$ cat src/rtl/prs_pkg.sv
// Package: shared field positions and encodings for the root port status register.
// Assumes: a 7-bit register word; the line state is a two-bit synchronous code.
package prs_pkg;
    timeunit 1ns;
    timeprecision 1ps;

    localparam int unsigned FIELD_W      = 7;
    localparam int unsigned BIT_CONN     = 0;
    localparam int unsigned BIT_CONN_CHG = 1;
    localparam int unsigned BIT_EN       = 2;
    localparam int unsigned BIT_EN_CHG   = 3;
    localparam int unsigned BIT_OC       = 4;
    localparam int unsigned BIT_OC_CHG   = 5;
    localparam int unsigned BIT_RESUME   = 6;
    localparam int unsigned NUM_STICKY   = 3;

    typedef enum logic [1:0] {
        LS_SE0 = 2'b00,
        LS_J   = 2'b01,
        LS_K   = 2'b10,
        LS_SE1 = 2'b11
    } line_t;

    typedef enum logic [1:0] {
        RES_IDLE  = 2'b00,
        RES_DRIVE = 2'b01,
        RES_EXIT  = 2'b10
    } res_state_t;
endpackage

$ cat src/rtl/prs_sync_edge.sv
// Module: multi-flop synchroniser with a toggle output.
// Drives a clean copy of an asynchronous level and flags the cycle in which
// the clean copy changes. The flag comes from the last two flops, so one real
// transition makes exactly one flagged cycle.
// Assumes: STAGES >= 2; clear empties the chain (used while unpowered).
module prs_sync_edge #(
    parameter int unsigned STAGES = 2
) (
    input  logic clk,
    input  logic rst_n,
    input  logic clear,
    input  logic async_in,
    output logic sync_out,
    output logic toggle
);
    timeunit 1ns;
    timeprecision 1ps;

    logic [STAGES-1:0] chain_q;

    // Shift the raw level through the flop chain.
    always_ff @(posedge clk) begin
        if (!rst_n || clear) begin
            chain_q <= '0;
        end else begin
            chain_q <= {chain_q[STAGES-2:0], async_in};
        end
    end

    assign sync_out = chain_q[STAGES-1];
    assign toggle   = chain_q[STAGES-1] ^ chain_q[STAGES-2];
endmodule

$ cat src/rtl/prs_sticky_bit.sv
// Module: sticky change bit, cleared by writing 1.
// A set event takes priority over a clearing write in the same cycle, so no
// event is lost. force_clr empties the bit when the port is unpowered.
// Assumes: clr_req is already qualified with the write strobe.
module prs_sticky_bit (
    input  logic clk,
    input  logic rst_n,
    input  logic force_clr,
    input  logic set_evt,
    input  logic clr_req,
    output logic q
);
    timeunit 1ns;
    timeprecision 1ps;

    // Hold, set or clear the change flag.
    always_ff @(posedge clk) begin
        if (!rst_n || force_clr) begin
            q <= 1'b0;
        end else if (set_evt) begin
            q <= 1'b1;
        end else if (clr_req) begin
            q <= 1'b0;
        end
    end
endmodule

$ cat src/rtl/prs_resume_ctrl.sv
// Module: resume handshake controller.
// IDLE -> DRIVE on a remote wake (J-to-K while suspended) or a software set.
// DRIVE -> EXIT when software writes 0. EXIT -> IDLE on SE0 or after LIMIT
// cycles. Only the remote wake path raises wake_pulse.
// Assumes: line_state is synchronous; LIMIT >= 2.
module prs_resume_ctrl
    import prs_pkg::*;
#(
    parameter int unsigned LIMIT = 400000
) (
    input  logic       clk,
    input  logic       rst_n,
    input  logic       force_idle,
    input  logic       suspended,
    input  logic [1:0] line_state,
    input  logic       sw_wr,
    input  logic       sw_val,
    output logic       resume_bit,
    output logic       drive_k,
    output logic       wake_pulse
);
    timeunit 1ns;
    timeprecision 1ps;

    localparam int unsigned TW = (LIMIT > 1) ? $clog2(LIMIT) : 1;
    localparam logic [TW-1:0] LAST = TW'(LIMIT - 1);

    res_state_t st_q, st_nxt;
    logic [TW-1:0] timer_q;
    logic [1:0]    prev_q;
    logic          hw_jk;

    // Remote wake: J on the previous cycle, K now, while suspended.
    assign hw_jk = suspended && (prev_q == LS_J) && (line_state == LS_K);

    // Next-state choice for the resume handshake.
    always_comb begin
        st_nxt = st_q;
        unique case (st_q)
            RES_IDLE:  if (hw_jk || (sw_wr && sw_val)) st_nxt = RES_DRIVE;
            RES_DRIVE: if (sw_wr && !sw_val)           st_nxt = RES_EXIT;
            RES_EXIT:  if ((line_state == LS_SE0) || (timer_q == LAST)) st_nxt = RES_IDLE;
            default:   st_nxt = RES_IDLE;
        endcase
    end

    // State, exit timer, wake pulse and previous line state registers.
    always_ff @(posedge clk) begin
        if (!rst_n) begin
            st_q       <= RES_IDLE;
            timer_q    <= '0;
            wake_pulse <= 1'b0;
            prev_q     <= LS_SE0;
        end else if (force_idle) begin
            st_q       <= RES_IDLE;
            timer_q    <= '0;
            wake_pulse <= 1'b0;
            prev_q     <= line_state;
        end else begin
            st_q       <= st_nxt;
            wake_pulse <= (st_q == RES_IDLE) && hw_jk;
            timer_q    <= ((st_q == RES_EXIT) && (st_nxt == RES_EXIT)) ? timer_q + 1'b1 : '0;
            prev_q     <= line_state;
        end
    end

    assign resume_bit = (st_q != RES_IDLE);
    assign drive_k    = (st_q == RES_DRIVE);
endmodule

$ cat src/rtl/usb_root_port_status.sv
// Module: status and control register for one USB 2.0 root port.
// Synchronises the connect and overcurrent lines, keeps three sticky change
// bits, allows hardware-only enabling, and runs the resume handshake with a
// bounded exit. Every field reads 0 and all state clears while unpowered.
// Assumes: reset_done and eof_fault are one-cycle synchronous strobes.
module usb_root_port_status
    import prs_pkg::*;
#(
    parameter int unsigned SYNC_STAGES = 2,
    parameter int unsigned CLK_KHZ     = 200000,
    parameter int unsigned TIMEOUT_US  = 2000
) (
    input  logic               clk,
    input  logic               rst_n,
    input  logic               port_power,
    input  logic               reg_wr_en,
    input  logic [FIELD_W-1:0] reg_wr_data,
    output logic [FIELD_W-1:0] reg_rd_data,
    input  logic               connect_in,
    input  logic               overcurrent_in,
    input  logic [1:0]         line_state,
    input  logic               suspended,
    input  logic               reset_done,
    input  logic               reset_hs,
    input  logic               eof_fault,
    output logic               resume_drive_k,
    output logic               data_pass,
    output logic               port_change_pulse
);
    timeunit 1ns;
    timeprecision 1ps;

    localparam int unsigned EXIT_LIMIT = (CLK_KHZ * TIMEOUT_US) / 1000;

    logic                  unpowered;
    logic                  conn_sync, conn_tog;
    logic                  oc_sync, oc_tog;
    logic                  en_q;
    logic                  fault_disable;
    logic [NUM_STICKY-1:0] chg_set, chg_clr, chg_q;
    logic                  resume_bit;
    logic                  unused_ro_bits;
    logic [FIELD_W-1:0]    fields;

    assign unpowered = !port_power;

    // Read-only positions of the write word carry no meaning.
    assign unused_ro_bits = reg_wr_data[BIT_CONN] ^ reg_wr_data[BIT_OC];

    // One synchroniser per asynchronous status line.
    prs_sync_edge #(.STAGES(SYNC_STAGES)) conn_sync_i (
        .clk      (clk),
        .rst_n    (rst_n),
        .clear    (unpowered),
        .async_in (connect_in),
        .sync_out (conn_sync),
        .toggle   (conn_tog)
    );

    prs_sync_edge #(.STAGES(SYNC_STAGES)) oc_sync_i (
        .clk      (clk),
        .rst_n    (rst_n),
        .clear    (unpowered),
        .async_in (overcurrent_in),
        .sync_out (oc_sync),
        .toggle   (oc_tog)
    );

    // Hardware disables an enabled port on an end-of-frame fault.
    assign fault_disable = port_power && !reset_done && eof_fault && en_q;

    // Port enable: set only by a high-speed reset result, cleared by a fault or software.
    always_ff @(posedge clk) begin
        if (!rst_n || unpowered) begin
            en_q <= 1'b0;
        end else if (reset_done) begin
            en_q <= reset_hs;
        end else if (eof_fault) begin
            en_q <= 1'b0;
        end else if (reg_wr_en && !reg_wr_data[BIT_EN]) begin
            en_q <= 1'b0;
        end
    end

    // Sticky change bits, index 0 connect, 1 enable, 2 overcurrent.
    assign chg_set = {oc_tog, fault_disable, conn_tog};
    assign chg_clr = {reg_wr_data[BIT_OC_CHG], reg_wr_data[BIT_EN_CHG],
                      reg_wr_data[BIT_CONN_CHG]} & {NUM_STICKY{reg_wr_en}};

    for (genvar g = 0; g < NUM_STICKY; g++) begin : g_chg
        prs_sticky_bit chg_i (
            .clk       (clk),
            .rst_n     (rst_n),
            .force_clr (unpowered),
            .set_evt   (chg_set[g]),
            .clr_req   (chg_clr[g]),
            .q         (chg_q[g])
        );
    end

    prs_resume_ctrl #(.LIMIT(EXIT_LIMIT)) resume_i (
        .clk        (clk),
        .rst_n      (rst_n),
        .force_idle (unpowered),
        .suspended  (suspended),
        .line_state (line_state),
        .sw_wr      (reg_wr_en),
        .sw_val     (reg_wr_data[BIT_RESUME]),
        .resume_bit (resume_bit),
        .drive_k    (resume_drive_k),
        .wake_pulse (port_change_pulse)
    );

    // Assemble the read word; zero while unpowered.
    always_comb begin
        fields               = '0;
        fields[BIT_CONN]     = conn_sync;
        fields[BIT_CONN_CHG] = chg_q[0];
        fields[BIT_EN]       = en_q;
        fields[BIT_EN_CHG]   = chg_q[1];
        fields[BIT_OC]       = oc_sync;
        fields[BIT_OC_CHG]   = chg_q[2];
        fields[BIT_RESUME]   = resume_bit;
    end

    assign reg_rd_data = port_power ? fields : '0;
    assign data_pass   = en_q && port_power;
endmodule

$ cat config.mk
export PLATFORM = sky130hd
export DESIGN_NAME = usb_root_port_status
export DESIGN_NICKNAME = d
export VERILOG_FILES = /design/src/rtl/prs_pkg.sv /design/src/rtl/prs_sync_edge.sv /design/src/rtl/prs_sticky_bit.sv /design/src/rtl/prs_resume_ctrl.sv /design/src/rtl/usb_root_port_status.sv
export SDC_FILE = /design/constraint.sdc
export NUM_CORES = 1
export LEC_CHECK = 0
export ABC_AREA = 1
export BUFFER_PORTS_ARGS = -buffer_cell sky130_fd_sc_hd__buf_2
export CAP_MARGIN = 30
export CORE_MARGIN = 8
export CORE_UTILIZATION = 45
export CTS_BUF_LIST = sky130_fd_sc_hd__clkbuf_8
export CTS_CLUSTER_SIZE = 25
export DETAILED_ROUTE_END_ITERATION = 10
export PLACE_DENSITY = 0.77
export SYNTH_ARGS = -nofsm -noshare
export SYNTH_HDL_FRONTEND = slang
export SYNTH_SLANG_ARGS = --single-unit
$ cat constraint.sdc
create_clock -name clk -period 2.1 [get_ports clk]
set_input_delay 0.42 -clock clk [delete_from_list [all_inputs] [get_ports clk]]
set_output_delay 0.42 -clock clk [all_outputs]
set_load 0.02 [all_outputs]
# Word level (Yosys, flattened, before mapping)
# Cells that the tools add are included.
# classes
muxes	14
reduce_logical	28
bitwise_logic	3
eq_ne	6
n_addsub	1
# op_table
operator	count
$add A19 B1 Y19 const B	1
$eq A19 B19 Y1 const B	1
$logic_and A1 B1 Y1	11
$mux W1	9
$reduce_bool A2 Y1	4
$mux W7	1
$eq A2 B2 Y1 const B	3
$mux W2	3
$pmux W2 S3	1
$logic_not A1 Y1	5
$eq A2 B1 Y1 const B	2
$logic_not A2 Y1	2
$and A3 B3 Y3	1
$logic_or A1 B1 Y1	3
$reduce_and A3 Y1	1
$reduce_bool A3 Y1	1
$reduce_and A2 Y1	1
$xor A1 B1 Y1	2
# word_totals
word_cells	62
output_inout_bits	10
reg_bits	32

# Depth between registers and ports, before layout
# Gate-level depths: netlist of run 1.
# depth
word_depth	9
ltp_mapped	8
mapped_depth_nobuf	7

# By module
# A second synthesis of run 1 with hierarchy kept.
# hier_totals
cells_unflattened	258
area_unflattened_um2	1729.2
# modules_own_cells
mod	area_each_um2	n_inst	cells_per_inst
prs_resume_ctrl	1238.7	1	175
usb_root_port_status	192.7	1	38
prs_sync_edge	77.6	2	12
prs_sticky_bit	47.5	3	7

# Worst setup path before layout of run 1
# No wires, ideal clock.
# synth_path
kind	input-to-output
from	input port_power
to	output reg_rd_data[2]
arrival_time_ps	961
slack_ps	719
path_buffers	2
cell_stages	4
required_ps	1680
cell_sequence	buf_2 nand2_1 inv_1 buf_4
# synth_between
elab_chain_len	1
# synth_rtl
element	line	source
from (decl)	usb_root_port_status.sv:15	input logic port_power,
$mux W7	usb_root_port_status.sv:126	assign reg_rd_data = port_power ? fields : '0;
to (decl)	usb_root_port_status.sv:18	output logic [FIELD_W-1:0] reg_rd_data,
# Every way passes these cells.

# Worst setup path in the final report of run 1
# layout_path
from	register resume_i.timer_q[0]
to	register resume_i.timer_q[16]
# layout_between
elab_chain_len	7
word_cells_on_any_way	8
cone_classes	1 x add/sub; 2 x eq/ne; 2 x mux; 3 x reduce/logical
# layout_rtl
element	line	source
from (decl)	prs_resume_ctrl.sv:29	logic [TW-1:0] timer_q;
from (signal assigned)	prs_resume_ctrl.sv:62	timer_q <= ((st_q == RES_EXIT) && (st_nxt == RES_EXIT)) ? timer_q + 1'b1 : '0;
$eq A19 B19 Y1	prs_resume_ctrl.sv:42	RES_EXIT: if ((line_state == LS_SE0) || (timer_q == LAST)) st_nxt = RES_IDLE;
$logic_or A1 B1 Y1	prs_resume_ctrl.sv:42	
$mux W2	prs_resume_ctrl.sv:42	
$pmux W2 S3	prs_resume_ctrl.sv:39	unique case (st_q)
$eq A2 B2 Y1	prs_resume_ctrl.sv:62	
$logic_and A1 B1 Y1	prs_resume_ctrl.sv:62	
$reduce_and A3 Y1 (no source line)	-	
# Parallel ways exist; a longest one is shown, timed or not.
# A chain may end at the register's enable or synchronous reset.

==> run metrics, run 1 <==
status complete, no violations; postcts setup bufs 0; Final Setup Violations 0; clock skew 0.004956 ns; port buffer count 26; Tmin final 1.494 ns; count leader, synth nand2_1; leakage power 0.0007140 uW; area of the multi-input gates 763.2 um^2; kind of start point of the critical path register; crit path max fanout 5; Critical Path RT 2.26 ns; Top Layer Used met4; CP startpoint resume_i.timer_q[0]$_SDFF_PN0_; pre-CTS setup slack 0.5858 ns; I/O pin cnt 29; worst setup path class reg2reg; routed wl met2 1424 um; Max Slew Vio Count 0; htree depth 2; Slew headroom 84.56%; combinational group share of total power 4.6%; Tcrit/Tclk final 71.15%; Initial DRT Pass Iterations 4; Pwr per Cell Area 627.2 nW/um^2; residual DRC count 0; register area 640.6 um^2; Yosys reg bits 32; share of cells above drive strength 1 19.35%; drt via density 4.527; synthesized cell area 1540 um^2; Detailed Place HPWL 2270 um; Synth top cells by count nand2_1 (54), nor2_1 (41), dfxtp_1 (32), inv_1 (27), a21oi_1 (11); Max Fclk 669.3 MHz; sequential share of power 54.7%; CP endpoint kind register; Crit path arrival time 1.66 ns; Synth top area share 41.59%; R2R Setup Slk 0.61 ns; most common flop cell mapped by yosys dfxtp_1; sequential fraction of the synthesis area 41.59%; final RePlAce weighted congestion 0.8459; adder-cell share of the synthesized area 0.8123%; clock sinks 32; Distinct cells, synth 28; FILL cells 344; largest net degree at the start of global routing 20; r2r endpoint resume_i.timer_q[16]$_SDFF_PN0_; Hold Violations, Final 0; Initial Util 46.52%; Area Overhead vs Synth 16.73%; diode count 0; ranking of synthesized cells by area dfxtp_1 (42%), nand2_1 (13%), nor2_1 (10%); min-delay worst type in2reg; XOR/XNOR Fraction of Synth Area 6.824%; maximum vdd drop 395.9 uV; post-route setup TNS 0 ns; average cell area after synthesis 7.098 um^2; total die area 5551 um^2; number of synthesized flops with an enable pin 0; top cell type by total area after synthesis dfxtp_1; Worst R2R Start resume_i.timer_q[0]$_SDFF_PN0_; critical path endpoint resume_i.timer_q[16]$_SDFF_PN0_; ys async rst share 0%; first-pass GRT wire length 4961 um; wire length on met3 80 um; Routed Wire Length 2944 um; Core Region 3311 um^2; vias in the first global route 1227; worst skew pair latency 0.28 ns; Synthesized Nets 237; Starting DRT DRC Count 95; hold buffer count at CTS 0; switch share 20.73%; root buf cell clkbuf_8; CTS tree yes; antenna violations before repair 0; simple logic cell fraction of the synthesized area 34.44%; Worst Reg-to-Reg Cells 7; mux cell area share after synthesis 0%; die height 74.51 um; actual slew at the worst max-slew pin 0.2283 ns; row cnt 21; post-layout net count 267; Ys Warns 0; Max Cap Viol 0; gr usage total 11.73%; Pint 894.0 uW; # resized after CTS 0; Syn Inst Count 217; total CTS buffers 5; Wirelength per Cell 10.01 um; main combinational cell family by area after synthesis simple AND/OR/NAND/NOR gates; total grt overflow 0; Clock transition at path regs 0.06 ns; wl on met1 1381 um; via count 1331; die width 74.51 um; unrepaired setup endpoints after global routing no; worst setup margin 0.6059 ns; CTS Buffer Depth 2; Psw 233.8 uW; Clock Power Share 40.6%; Synth Area in Compound Gates 7.474%; Post-DRT Antenna Nets 0
-- critical path: stages (launching register included) --
cell and delay (ns):
dfxtp_1 0.40, ha_1 0.27, nand3_2 0.16, inv_2 0.11
nand2_1 0.08, nor2_1 0.16, xor2_1 0.16, nor2_1 0.05
-- cells by family (layout without fill, tap and decap cells) --
logic type	count (synthesis)	after routing
xor gates and xnor gates	12	12
DFF	32	32
AOI/OAI and AO/OA	20	20
and+or+nand+nor	119	119
buffers and inverters	33	64
adders and majority gates	1	1
-- flip-flops by register name (all words and copies together) (netlist names) --
signal               count
conn_sync_i.chain_q      2
resume_i.prev_q          2
resume_i.st_q            2
resume_i.timer_q        19
en_q                     1
oc_sync_i.chain_q        2
g_chg.chg_i.q            3
resume_i.wake_pulse      1
-- cell usage in the layout, fill, tap and decap left out, drive strengths merged --
cell type  count
nand2         55
nor2          46
dfxtp         32
inv           31
buf           27
a21oi         13
nand3         10
xnor2          7
clkbuf         6
o21ai          5
xor2           5
nand4          3
or2            3
o211a          1
nand3b         1
o211ai         1
nor4b          1
ha             1
-- per-layer routing --
layer  track usage [%]  vias to the layer above
met5                 0                        -
met4             6.522                        0
met3             3.774                        5
met2             18.30                       13
met1             13.84                      587
li1                  -                      726
-- cell type report --
type	count	area share, %
clock inverter	2	0.4175
multi-input combinational	152	42.45
timing repair buffer	27	7.655
clock buffer	6	4.593
tap	46	3.201
sequential	32	35.63
inverter	29	6.054
-- through the flow --
stage / std cells / instance area [um^2] / hold WS, ns / total power (uW) / util, %
floorplan: 217 / 1540 / 0.4218 / 658.7 / -
global placement: 286 / 1708 / 0.4319 / 682.7 / 51.59
detailed placement: 286 / 1708 / 0.4316 / 683.4 / 51.59
CTS: 294 / 1798 / 0.3465 / 1146 / 54.31
global route: 294 / 1798 / 0.3474 / 1180 / 54.31
finish: 294 / 1798 / 0.3559 / 1128 / 54.31
-- how the worst min path moves through the flow --
| stage | startpoint | endpoint | slack [ns] | cells after the start |
|---|---|---|---|---|
| 4_1_cts | connect_in | conn_sync_i.chain_q[0]$_SDFF_PN0_ | 0.35 | 3 |
| 2_1_floorplan | conn_sync_i.chain_q[0]$_SDFF_PN0_ | conn_sync_i.chain_q[1]$_SDFF_PN0_ | 0.42 | 2 |
| 6_report | overcurrent_in | oc_sync_i.chain_q[0]$_SDFF_PN0_ | 0.36 | 3 |
| 5_1_grt | connect_in | conn_sync_i.chain_q[0]$_SDFF_PN0_ | 0.35 | 3 |
| 3_5_place_dp | oc_sync_i.chain_q[0]$_SDFF_PN0_ | oc_sync_i.chain_q[1]$_SDFF_PN0_ | 0.43 | 2 |
| 3_3_place_gp | oc_sync_i.chain_q[0]$_SDFF_PN0_ | oc_sync_i.chain_q[1]$_SDFF_PN0_ | 0.43 | 2 |
-- power by group through the flow --
stage | sequential, uW | combinational (uW) | clock [uW]
floorplan | 630 | 28.5 | 0
global placement | 631 | 52.2 | 0
detailed placement | 631 | 52.6 | 0
CTS | 617 | 52.9 | 476
global route | 618 | 60.2 | 502
finish | 617 | 52.4 | 458
(Power assumes the default switching activity.)
==> run 2, diff against run 1 <==
Settings changed: ABC_AREA 1 to 0, PLACE_DENSITY 0.77 to 0.8.
Clock period 2.1 ns to 1.3 ns, I/O delays scaled along.
==> run 2 against run 1 <==
  * The run now ends with setup timing left
  * Sequential share of layout area is 3.1 points lower
  * Global-route usage is 3.8 points higher
  * First-iteration DRC count is 43% lower
  * Critical endpoint is now resume_i.timer_q[18]$_SDFF_PN0_
==> run metrics, run 2 <==
Tmin final 1.490 ns; Max Slew Vio Count 0; Clock transition at path regs 0.06 ns; Distinct cells, synth 38; Routed Wire Length 3673 um; I/O pin cnt 29; biggest regs resume_i.timer_q (19), g_chg.chg_i.q (3); Synthesized Nets 174; share of cells above drive strength 1 45.33%; CP Cell Sequence buf_6 -> nand4_4 -> or3_4 -> or3_4 -> a21oi_2; failing checks setup timing; Synth top cells by count dfxtp_1 (32), nor2_1 (20), nand2_1 (10), xnor2_1 (10); placed instance area 1854 um^2; most frequent cells in the layout buf_2 (26), buf_4 (25), nor2_1 (20); Yosys reg bits 32; row cnt 20; ranking of synthesized cells by area dfxtp_1 (45%), xnor2_1 (6.2%), nor2_1 (5.3%); CP dominant cell by count or3_4; clock sinks 32; Synth top area share 45.19%; Wirelength per Cell 14.24 um; leakage power 0.0007826 uW; Top reg by flops resume_i.timer_q; drt via density 5.194; kind of start point of the critical path register; port buffer count 26; post-layout net count 233; via count 1340; min-delay worst type in2reg; hold buffer count at CTS 0; unrepaired setup endpoints after global routing yes; CTS Buffer Depth 2; gr usage total 15.55%; fin cells 258; Crit path arrival time 1.72 ns; Detailed Place HPWL 2625 um; Initial Util 46.82%; Hold Violations, Final 0; Tcrit/Tclk final 114.6%; hold_ws 0.1989 ns; root buf cell clkbuf_8; total die area 5202 um^2; Max Cap Viol 0; placed insts 248; sequential share of power 53.3%; sequential fraction of the synthesis area 45.19%; first-pass GRT wire length 6375 um; residual DRC count 0; Area Overhead vs Synth 44.57%; final instance area 2049 um^2; worst setup margin -0.1903 ns; Core Region 3028 um^2; Initial DRT Pass Iterations 4; total power draw 1859 uW; total CTS buffers 5; htree depth 2; count leader, synth dfxtp_1; largest net degree at the start of global routing 13; Starting DRT DRC Count 54; status finished with violations; Clock Power Share 42.3%; average cell area after synthesis 9.205 um^2; Layout Utilization 67.69%; Psw 414.1 uW; crit-path max cell delay 0.41 ns; actual slew at the worst max-slew pin 0.3588 ns; CP endpoint kind register; Max Fclk 671.0 MHz; clock skew 0.003800 ns; ys async rst share 0%; synthesized cell area 1418 um^2; R2R Setup Slk -0.19 ns; antenna violations before repair 0; die height 72.13 um; Pwr per Cell Area 907.0 nW/um^2; max reg flops 19; die width 72.13 um; Critical Path RT 1.53 ns; CTS tree yes; Final Setup Violations 20; maximum vdd drop 652.3 uV; number of synthesized flops with an enable pin 0; most common flop cell mapped by yosys dfxtp_1; total grt overflow 0; crit path max fanout 4; Slew headroom 75.74%; worst skew pair latency 0.29 ns; final RePlAce weighted congestion 0.7772; diode count 0; worst setup path class reg2reg; combinational group share of total power 4.4%; most common cell after layout, fill and taps aside buf_2; Ys Warns 0; Syn Inst Count 154; Post-DRT Antenna Nets 0; Pint 1445 uW; switch share 22.28%; Worst path slowest cell or3_4; vias in the first global route 1502; top cell type by total area after synthesis dfxtp_1
## run 2: changes by cell type after synthesis, moves of 3 or more
cell	change
nor4_1	+4
o21ai_0	-3
inv_1	-22
a21oi_1	-3
and3_1	+6
nand2_1	-44
nor3_1	+4
nor2_2	-4
and2_1	+8
xnor2_1	+3
nor2_1	-21
## run 2: cells by family (layout without fill, tap and decap cells)
kind of cell / Yosys count / in the layout / share of synthesized area (%)
simple gates: 81 / 81 / 33.63
compound gates: 16 / 16 / 7.415
buf+inv: 8 / 68 / 2.913
fa+ha+maj: 1 / 1 / 0.8825
flops: 32 / 32 / 45.19
mux: 1 / 1 / 0.7061
xor+xnor: 15 / 15 / 9.267
## run 2: metrics by stage
step,setup TNS (ns),setup slack [ns]
after floorplan,-1.356,-0.1292
after global placement,-3.371,-0.1756
after detailed placement,-4.742,-0.2573
after CTS,-3.319,-0.1809
after global routing,-4.542,-0.2514
final,-2.920,-0.1903
## run 2: worst paths after layout
| check | start | endpoint | depth (start not counted) |
|---|---|---|---|
| setup / recovery | resume_i.timer_q[10]$_SDFF_PN0_ | resume_i.timer_q[18]$_SDFF_PN0_ | 5 |
| hold / removal | line_state[1] | resume_i.prev_q[1]$_SDFF_PN0_ | 2 |
| hold reg to reg | g_chg[1].chg_i.q$_SDFFE_PN0P_ | g_chg[1].chg_i.q$_SDFFE_PN0P_ | 2 |
| setup reg to reg | resume_i.timer_q[10]$_SDFF_PN0_ | resume_i.timer_q[18]$_SDFF_PN0_ | 5 |
## run 2: power groups by stage
stage	registers [uW]	logic (uW)	clock network, uW
floorplan	1020	39.6	0
global placement	1020	77.8	0
detailed placement	1020	82.1	0
CTS	994	82.5	810
global route	990	91.0	858
finish	990	82.2	787
## run 2: timing repair
item,in CTS,in global routing
buffers inserted,3,1
gates cloned,1,0
pin swaps,6,4
endpoints found under the setup margin,22,21
gates resized for setup,12,13
## run 2: area by class of cell
class                      count  area, um^2
fill                         263       978.4
sequential                    32       666.9
multi-input combinational    114       853.3
timing repair buffer          55       362.8
clock buffer                   6       82.58
inverter                       5       18.77
clock inverter                 2       10.01
tap                           44       55.05
## run 2: critical path, delay by kind of cell, from the launching register on
| kind | cells | cell delay (ns) |
|---|---|---|
| buf+inv | 1 | 0.10 |
| compound gates | 1 | 0.11 |
| simple gates | 3 | 0.84 |
| flops | 1 | 0.37 |
## run 2: routing by layer
metal / vias to the layer above / routed length [um] / GRT usage, %
met1: 638 / 1468 / 15.29
li1: 655 / - / -
met3: 7 / 172 / 5.923
met2: 40 / 1940 / 26.68
met4: 0 / 92 / 10.20
met5: - / 0 / 0
